`config.mk`:
```
export PLATFORM = sky130hd
export DESIGN_NAME = usb_ep_irq_status
export DESIGN_NICKNAME = d
export VERILOG_FILES = /design/src/rtl/usb_irq_pkg.sv /design/src/rtl/usb_irq_edge.sv /design/src/rtl/usb_irq_flag.sv /design/src/rtl/usb_irq_bus.sv /design/src/rtl/usb_ep_irq_status.sv
export SDC_FILE = /design/constraint.sdc
export NUM_CORES = 1
export LEC_CHECK = 0
export ABC_AREA = 0
export BUFFER_PORTS_ARGS = -buffer_cell sky130_fd_sc_hd__buf_2
export CAP_MARGIN = 20
export CORE_UTILIZATION = 29
export DETAILED_ROUTE_END_ITERATION = 7
export HOLD_SLACK_MARGIN = 0.05
export SYNTH_ARGS = -nofsm -noshare
export SYNTH_HDL_FRONTEND = slang
export SYNTH_HIERARCHICAL = 1
export SYNTH_SLANG_ARGS = --single-unit
```
`constraint.sdc`:
```
create_clock -name clk -period 2.3 [get_ports clk]
set_clock_uncertainty 0.2 [all_clocks]
set_input_delay 0.23 -clock clk [delete_from_list [all_inputs] [get_ports clk]]
set_output_delay 0.23 -clock clk [all_outputs]
set_load 0.02 [all_outputs]
```
`src/rtl/usb_irq_pkg.sv`:
```
package usb_irq_pkg;

    typedef enum logic {
        FLG_IDLE = 1'b0,
        FLG_PEND = 1'b1
    } flag_state_t;

endpackage

```
`src/rtl/usb_irq_edge.sv`:
```
module usb_irq_edge #(
    parameter int unsigned    W         = 1,
    parameter logic [W-1:0]   FALL_MASK = '0
) (
    input  logic         clk,
    input  logic         rst_n,
    input  logic [W-1:0] lvl_i,
    output logic [W-1:0] ev_o
);

    logic [W-1:0] prev_q;

    always_ff @(posedge clk) begin
        if (!rst_n) begin
            prev_q <= '0;
        end else begin
            prev_q <= lvl_i;
        end
    end

    for (genvar i = 0; i < W; i++) begin : g_bit
        if (FALL_MASK[i]) begin : g_fall
            assign ev_o[i] = prev_q[i] & ~lvl_i[i];
        end else begin : g_rise
            assign ev_o[i] = lvl_i[i] & ~prev_q[i];
        end
    end

endmodule

```
`src/rtl/usb_irq_flag.sv`:
```
module usb_irq_flag
    import usb_irq_pkg::*;
(
    input  logic clk,
    input  logic rst_n,
    input  logic set_i,
    input  logic clr_i,
    output logic flag_o
);

    flag_state_t st_q;
    flag_state_t st_d;

    always_ff @(posedge clk) begin
        if (!rst_n) begin
            st_q <= FLG_IDLE;
        end else begin
            st_q <= st_d;
        end
    end

    // SET has priority over CLEAR so that no event is lost.
    always_comb begin
        st_d = st_q;
        unique case (st_q)
            FLG_IDLE: if (set_i)           st_d = FLG_PEND;
            FLG_PEND: if (clr_i && !set_i) st_d = FLG_IDLE;
            default:                       st_d = FLG_IDLE;
        endcase
    end

    always_comb begin
        flag_o = (st_q == FLG_PEND);
    end

endmodule

```
`src/rtl/usb_irq_bus.sv`:
```
module usb_irq_bus #(
    parameter int unsigned     AW       = 8,
    parameter int unsigned     DW       = 8,
    parameter logic [AW-1:0]   REG_ADDR = '0
) (
    input  logic          clk,
    input  logic          rst_n,
    input  logic          wr_i,
    input  logic          rd_i,
    input  logic [AW-1:0] addr_i,
    input  logic [DW-1:0] wdata_i,
    input  logic [DW-1:0] flags_i,
    output logic [DW-1:0] clr_mask_o,
    output logic [DW-1:0] rdata_o
);

    logic hit;

    assign hit        = (addr_i == REG_ADDR);
    assign clr_mask_o = (wr_i && hit) ? wdata_i : '0;

    always_ff @(posedge clk) begin
        if (!rst_n) begin
            rdata_o <= '0;
        end else if (rd_i && hit) begin
            rdata_o <= flags_i;
        end else begin
            rdata_o <= '0;
        end
    end

endmodule

```
`src/rtl/usb_ep_irq_status.sv`:
```
module usb_ep_irq_status #(
    parameter int unsigned                 N_EP     = 3,
    parameter int unsigned                 AW       = 8,
    parameter logic [AW-1:0]               REG_ADDR = 8'h52,
    localparam int unsigned                NF       = 2 + 2 * N_EP
) (
    input  logic            clk,
    input  logic            rst_n,
    input  logic            bus_wr,
    input  logic            bus_rd,
    input  logic [AW-1:0]   bus_addr,
    input  logic [NF-1:0]   bus_wdata,
    output logic [NF-1:0]   bus_rdata,
    output logic            irq,
    input  logic            ep0_rx_done,
    input  logic            ep0_tx_done,
    input  logic            ep0_data_end,
    input  logic            ep0_stall,
    input  logic            ep0_setup_end,
    input  logic [N_EP-1:0] ep_tx_done,
    input  logic [N_EP-1:0] ep_rx_done,
    input  logic [N_EP-1:0] ep_underrun,
    input  logic [N_EP-1:0] ep_overrun,
    input  logic [N_EP-1:0] ep_stall
);

    // Level vector: [0] data-end (falling), [1] ep0 stall, [2] setup-end,
    // then underrun, overrun, stall of each data endpoint (rising).
    localparam int unsigned    NL        = 3 + 3 * N_EP;
    localparam int unsigned    L_UND     = 3;
    localparam int unsigned    L_OVR     = 3 + N_EP;
    localparam int unsigned    L_STL     = 3 + 2 * N_EP;
    localparam logic [NL-1:0]  FALL_MASK = NL'(1);
    localparam logic [NF-1:0]  IMPL_MASK = ~(NF'(1) << 1);

    logic [NL-1:0] lvl;
    logic [NL-1:0] lvl_ev;
    logic [NF-1:0] set_ev;
    logic [NF-1:0] clr_mask;
    logic [NF-1:0] flags;

    assign lvl = {ep_stall, ep_overrun, ep_underrun, ep0_setup_end, ep0_stall, ep0_data_end};

    usb_irq_edge #(
        .W         (NL),
        .FALL_MASK (FALL_MASK)
    ) u_edge (
        .clk   (clk),
        .rst_n (rst_n),
        .lvl_i (lvl),
        .ev_o  (lvl_ev)
    );

    always_comb begin
        set_ev    = '0;
        set_ev[0] = ep0_rx_done | ep0_tx_done | lvl_ev[0] | lvl_ev[1] | lvl_ev[2];
        for (int e = 0; e < int'(N_EP); e++) begin
            set_ev[2 + 2*e] = ep_tx_done[e] | lvl_ev[L_UND + e];
            set_ev[3 + 2*e] = ep_rx_done[e] | lvl_ev[L_OVR + e] | lvl_ev[L_STL + e];
        end
    end

    usb_irq_bus #(
        .AW       (AW),
        .DW       (NF),
        .REG_ADDR (REG_ADDR)
    ) u_bus (
        .clk        (clk),
        .rst_n      (rst_n),
        .wr_i       (bus_wr),
        .rd_i       (bus_rd),
        .addr_i     (bus_addr),
        .wdata_i    (bus_wdata),
        .flags_i    (flags),
        .clr_mask_o (clr_mask),
        .rdata_o    (bus_rdata)
    );

    for (genvar i = 0; i < NF; i++) begin : g_flag
        if (IMPL_MASK[i]) begin : g_impl
            usb_irq_flag u_flag (
                .clk    (clk),
                .rst_n  (rst_n),
                .set_i  (set_ev[i]),
                .clr_i  (clr_mask[i]),
                .flag_o (flags[i])
            );
        end else begin : g_none
            assign flags[i] = 1'b0;
        end
    end

    always_ff @(posedge clk) begin
        if (!rst_n) begin
            irq <= 1'b0;
        end else begin
            irq <= |flags;
        end
    end

endmodule

```
Yosys cells after proc, flatten, opt, wreduce, memory -nomap -nowiden
Cells that the tools add are included.
{ "word_totals": {"ff_bits": 28, "in_bits": 40, "out_inout_bits": 9, "word_cells": 96} }
{ "op_classes": {"eq_ne": 1, "n_mux": 22, "bitwise_logic": 44, "reduce_logical": 18} }
{ "ops": {"columns": ["cell", "n"], "rows": [
  ["inverter 1 bit", 19],
  ["two-way mux 1 bit", 14],
  ["one-hot mux 1 bit (2 select lines)", 7],
  ["OR 1 bit", 13],
  ["AND 1 bit", 12],
  ["logical AND 1 bit", 9],
  ["equality test 8 x 7 -> 1 bit, second input constant", 1],
  ["two-way mux 8 bit", 1],
  ["zero test 1 bit", 7],
  ["OR reduction 7 bit", 1],
  ["AND reduction 2 bit", 1]
]} }

Longest topological paths before layout
{ "depth": {"word_depth": 9, "depth_mapped": 6, "depth_no_buf": 4} }

Hierarchy
The synthesis kept the hierarchy.
{ "by_module_without_submodules": {"columns": ["mod", "n_inst", "cells_per_inst", "area_per_inst_um2", "seq_area_each_um2"], "rows": [
  ["usb_irq_bus", 1, 49, 442.9, 160.2],
  ["usb_irq_edge", 1, 37, 401.6, 240.2],
  ["usb_irq_flag", 7, 3, 41.3, 20.0],
  ["usb_ep_irq_status", 1, 14, 92.6, 20.0]
]} }

Worst setup path before layout
OpenSTA, ideal clock, no wires.
{ "synth_timing": {"path_type": "input -> register", "from": "input bus_addr[7]", "to": "register g_flag[0].g_impl.u_flag.st_q", "setup_ns": 0.115, "arrival_time_ns": 1.459, "required_ns": 1.985, "setup_slack_ns": 0.527, "cell_stages": 6, "path_buffers": 2, "cell_sequence": "or4b_4 -> buf_6 -> buf_12 -> nor3_2 -> nor2b_4 -> o21a_1"} }
{ "synth_via": {"elab_chain_cells": 6} }
{ "synth_rtl": {"columns": ["item", "line", "rtl"], "rows": [
  ["start: declaration", "usb_ep_irq_status.sv:11", "input logic [AW-1:0] bus_addr,"],
  ["equality test 8 x 7 -> 1 bit", "usb_irq_bus.sv:19", "assign hit = (addr_i == REG_ADDR);"],
  ["logical AND 1 bit", "usb_irq_bus.sv:20", "assign clr_mask_o = (wr_i && hit) ? wdata_i : '0;"],
  ["two-way mux 8 bit", "usb_irq_bus.sv:20", null],
  ["net clr_mask[0]", "usb_ep_irq_status.sv:39", "logic [NF-1:0] clr_mask;"],
  ["logical AND 1 bit", "usb_irq_flag.sv:27", "FLG_PEND: if (clr_i && !set_i) st_d = FLG_IDLE;"],
  ["two-way mux 1 bit", "usb_irq_flag.sv:27", null],
  ["one-hot mux 1 bit (2 select lines)", "usb_irq_flag.sv:25", "unique case (st_q)"],
  ["end signal: assignment", "usb_irq_flag.sv:18", "st_q <= st_d;"],
  ["end: declaration", "usb_irq_flag.sv:11", "flag_state_t st_q;"]
]} }
The timed path passes the listed nets, and every way through them passes these cells.
A chain may end at the register's enable or synchronous reset.

Final worst setup path
{ "layout_timing": {"from": "input ep_overrun[2]", "to": "register g_flag[7].g_impl.u_flag.st_q"} }
{ "layout_via": {"elab_chain_cells": 7, "elab_cells_between_ends": 8, "cone_classes": "3 x mux; 3 x bitwise; 2 x reduce/logical"} }
{ "layout_rtl": {"columns": ["item", "line", "rtl"], "rows": [
  ["start: declaration", "usb_ep_irq_status.sv:23", "input logic [N_EP-1:0] ep_overrun,"],
  ["AND 1 bit (*)", "usb_irq_edge.sv:25", "assign ev_o[i] = lvl_i[i] & ~prev_q[i];"],
  ["net lvl_ev[8]", "usb_ep_irq_status.sv:37", "logic [NL-1:0] lvl_ev;"],
  ["OR 1 bit (*) (2 in series)", "usb_ep_irq_status.sv:59", "set_ev[3 + 2*e] = ep_rx_done[e] | lvl_ev[L_OVR + e] | lvl_ev[L_STL + e];"],
  ["net set_ev[7]", "usb_ep_irq_status.sv:38", "logic [NF-1:0] set_ev;"],
  ["zero test 1 bit", "usb_irq_flag.sv:27", null],
  ["logical AND 1 bit", "usb_irq_flag.sv:27", null],
  ["two-way mux 1 bit", "usb_irq_flag.sv:27", null],
  ["one-hot mux 1 bit (2 select lines) (*)", "usb_irq_flag.sv:25", null],
  ["end signal: assignment", "usb_irq_flag.sv:18", null],
  ["end: declaration", "usb_irq_flag.sv:11", null]
]} }
Mark *: on every way through the listed nets, which the timed path passes. The rest lies on a longest branch.

==> results.yml <==
status:
  status: "complete, no violations"
min_path:
  hp-class: "in2reg"
clocking:
  insertion_delay_ns: 0.26
  post_cts_resized: 0
  htree_num_levels: 1
  clockBufferDepth: 2
  cts_tree: "yes"
  root_buffer: "clkbuf_8"
  clkTransAtPathRegs_ns: 0.09
  cts_buffers: 3
  cts_sinks: 28
sta:
  setup_slack_ns: 0.708
  fin_setup_tns_ns: 0
  min_period_over_period_pct: 69.2
  drv_slew: 0
  hold_violations: 0
  rsz0062_at_grt: "false"
  setup_viol: 0
  max_freq_mhz: 628
  period_needed_ns: 1.59
logic_synthesis:
  synth_area_um2: 1210
  synthCells: 119
  synth_area_per_cell_um2: 10.2
  synth_nets: 159
  yosysWarnings: 6
routing:
  drc: 0
  dr.pass1.iters: 3
  drt-vias-per-instance: 4.34
  ant_nets: 0
  wl_mm: 2.29
  drt_iter0_markers: 34
  routed-via-count: 980
  wl_per_cell_um: 10.1
placed_design:
  hpwl_mm: 1.79
  gp_congestion: 0.763
  portBuffers: 47
  dpl_worst_slack_ns: 0.473
setup_path:
  worstPathMaxFanout: 2
  cp-start-kind: "input port"
  critPathRequiredTime_ns: 2.26
  worst-path-buf-inv: 2
  cp.arrival_ns: 1.56
  cp_slowest_stage_delay_ns: 0.54
  path_class: "in2reg"
  slowest_stage: "dlygate4sd3_1"
  cp_cell_sequence: "dlygate4sd3_1, buf_2, nor2b_1, or3_1, o21a_1"
  cp_top_family: "buffers and inverters"
  cp-end-kind: "flip-flop"
power_and_ir_drop:
  power_mw: 0.927
  ir_drop_mv: 0.593
  p_sw_share_pct: 20.7
  netSwitchingPower_mw: 0.192
  clockPowerShare_pct: 31.1
  p_leak_nw: 0.719
  comb_power_share_pct: 13.2
  p_int_mw: 0.735
  seqPwrFrac_pct: 55.7
  powerDensity_nw_per_um2: 565
layout:
  seq_area_um2: 561
  layout.nets: 217
  fillCellCount: 403
  multiInputGateArea_um2: 589
  diodes: 0
  drive_gt1_share_pct: 40.9
  area_growth_pct: 35.3
die:
  fp.dieH_um: 66.7
  die_area_um2: 4440
  initial_core_util_pct: 30.3
  io_pins: 49
  die_w_um: 66.7
  rows: 23
  coreArea_um2: 4000
global_route:
  antenna_found_initial: 0
  track_usage_pct: 11.1
  grt_max_degree: 29
  grt-ovfl-total: 0
  grt_pass1_vias: 945
  grt_pass1_wl_mm: 3.72
job:
  drv_cap: 0
## layer usage
metal / track usage (%) / vias up / part of all wire, %
li1: - / 502 / -
met1: 11.9 / 437 / 43
met2: 19.8 / 39 / 46
met3: 4.97 / 2 / 10
met4: 2.13 / 0 / 0.52
met5: 0 / - / 0
## sequential cells by signal, summed over array words and instances (netlist names)
signal,count
u_bus/rdata_o,8
irq,1
u_edge/prev_q,12
g_flag.g_impl.u_flag/flag_o,7
## worst paths after layout
path,from,end,slack (ns),cells after the start
worst max-delay path,ep_overrun[2],g_flag[7].g_impl.u_flag/flag_o,0.71,5
worst min-delay path,ep_tx_done[0],g_flag[2].g_impl.u_flag/flag_o,0.06,3
worst max register to register,u_edge/prev_q[7],g_flag[5].g_impl.u_flag/flag_o,1.09,3
worst min register to register,g_flag[2].g_impl.u_flag/flag_o,u_bus/rdata_o[2],0.29,2
## worst register-to-register path, stage by stage, from the launching register on
cell     delay (ns)
dfxtp_1        0.32
nor2b_1        0.04
or3_1          0.37
o21a_1         0.19
## area by class of cell
type                       count  area share, %
multi-input combinational     83           35.9
sequential                    28           34.2
timing repair buffer          61           22.7
tap                           50           3.81
clock buffer                   4           3.36
## layout by cell type, fill, tap and decap left out, types with 7 or more instances in the layout
master,instances
nor2b_4,7
nor2b_1,12
nor3_2,8
and2_1,12
nor3_1,8
buf_2,47
nand2_1,8
dlygate4sd3_1,13
nand3_1,8
dfxtp_1,28
o21a_1,7
## power by group through the flow
stage	combinational, mW	sequential [mW]	clock [mW]
final	0.122	0.516	0.288
after global routing	0.136	0.519	0.324
after CTS	0.123	0.517	0.301
after floorplan	0.0673	0.526	0
after global placement	0.104	0.527	0
after detailed placement	0.107	0.528	0
## through the flow
step	utilization (%)	hold WS (ns)	cell area [µm²]	std cells
global placement	36.4	0.242	1460	209
detailed placement	36.4	0.245	1460	209
floorplan	-	0.147	1210	119
CTS	40.8	0.0514	1630	225
finish	41.0	0.0598	1640	226
global route	41.0	0.0601	1640	226
## what timing repair did
item                                   CTS  global route
endpoints found under the hold margin   12             1
buffers inserted                         0             0
hold buffers                            12             1
Power figures use the tool's default switching activity.
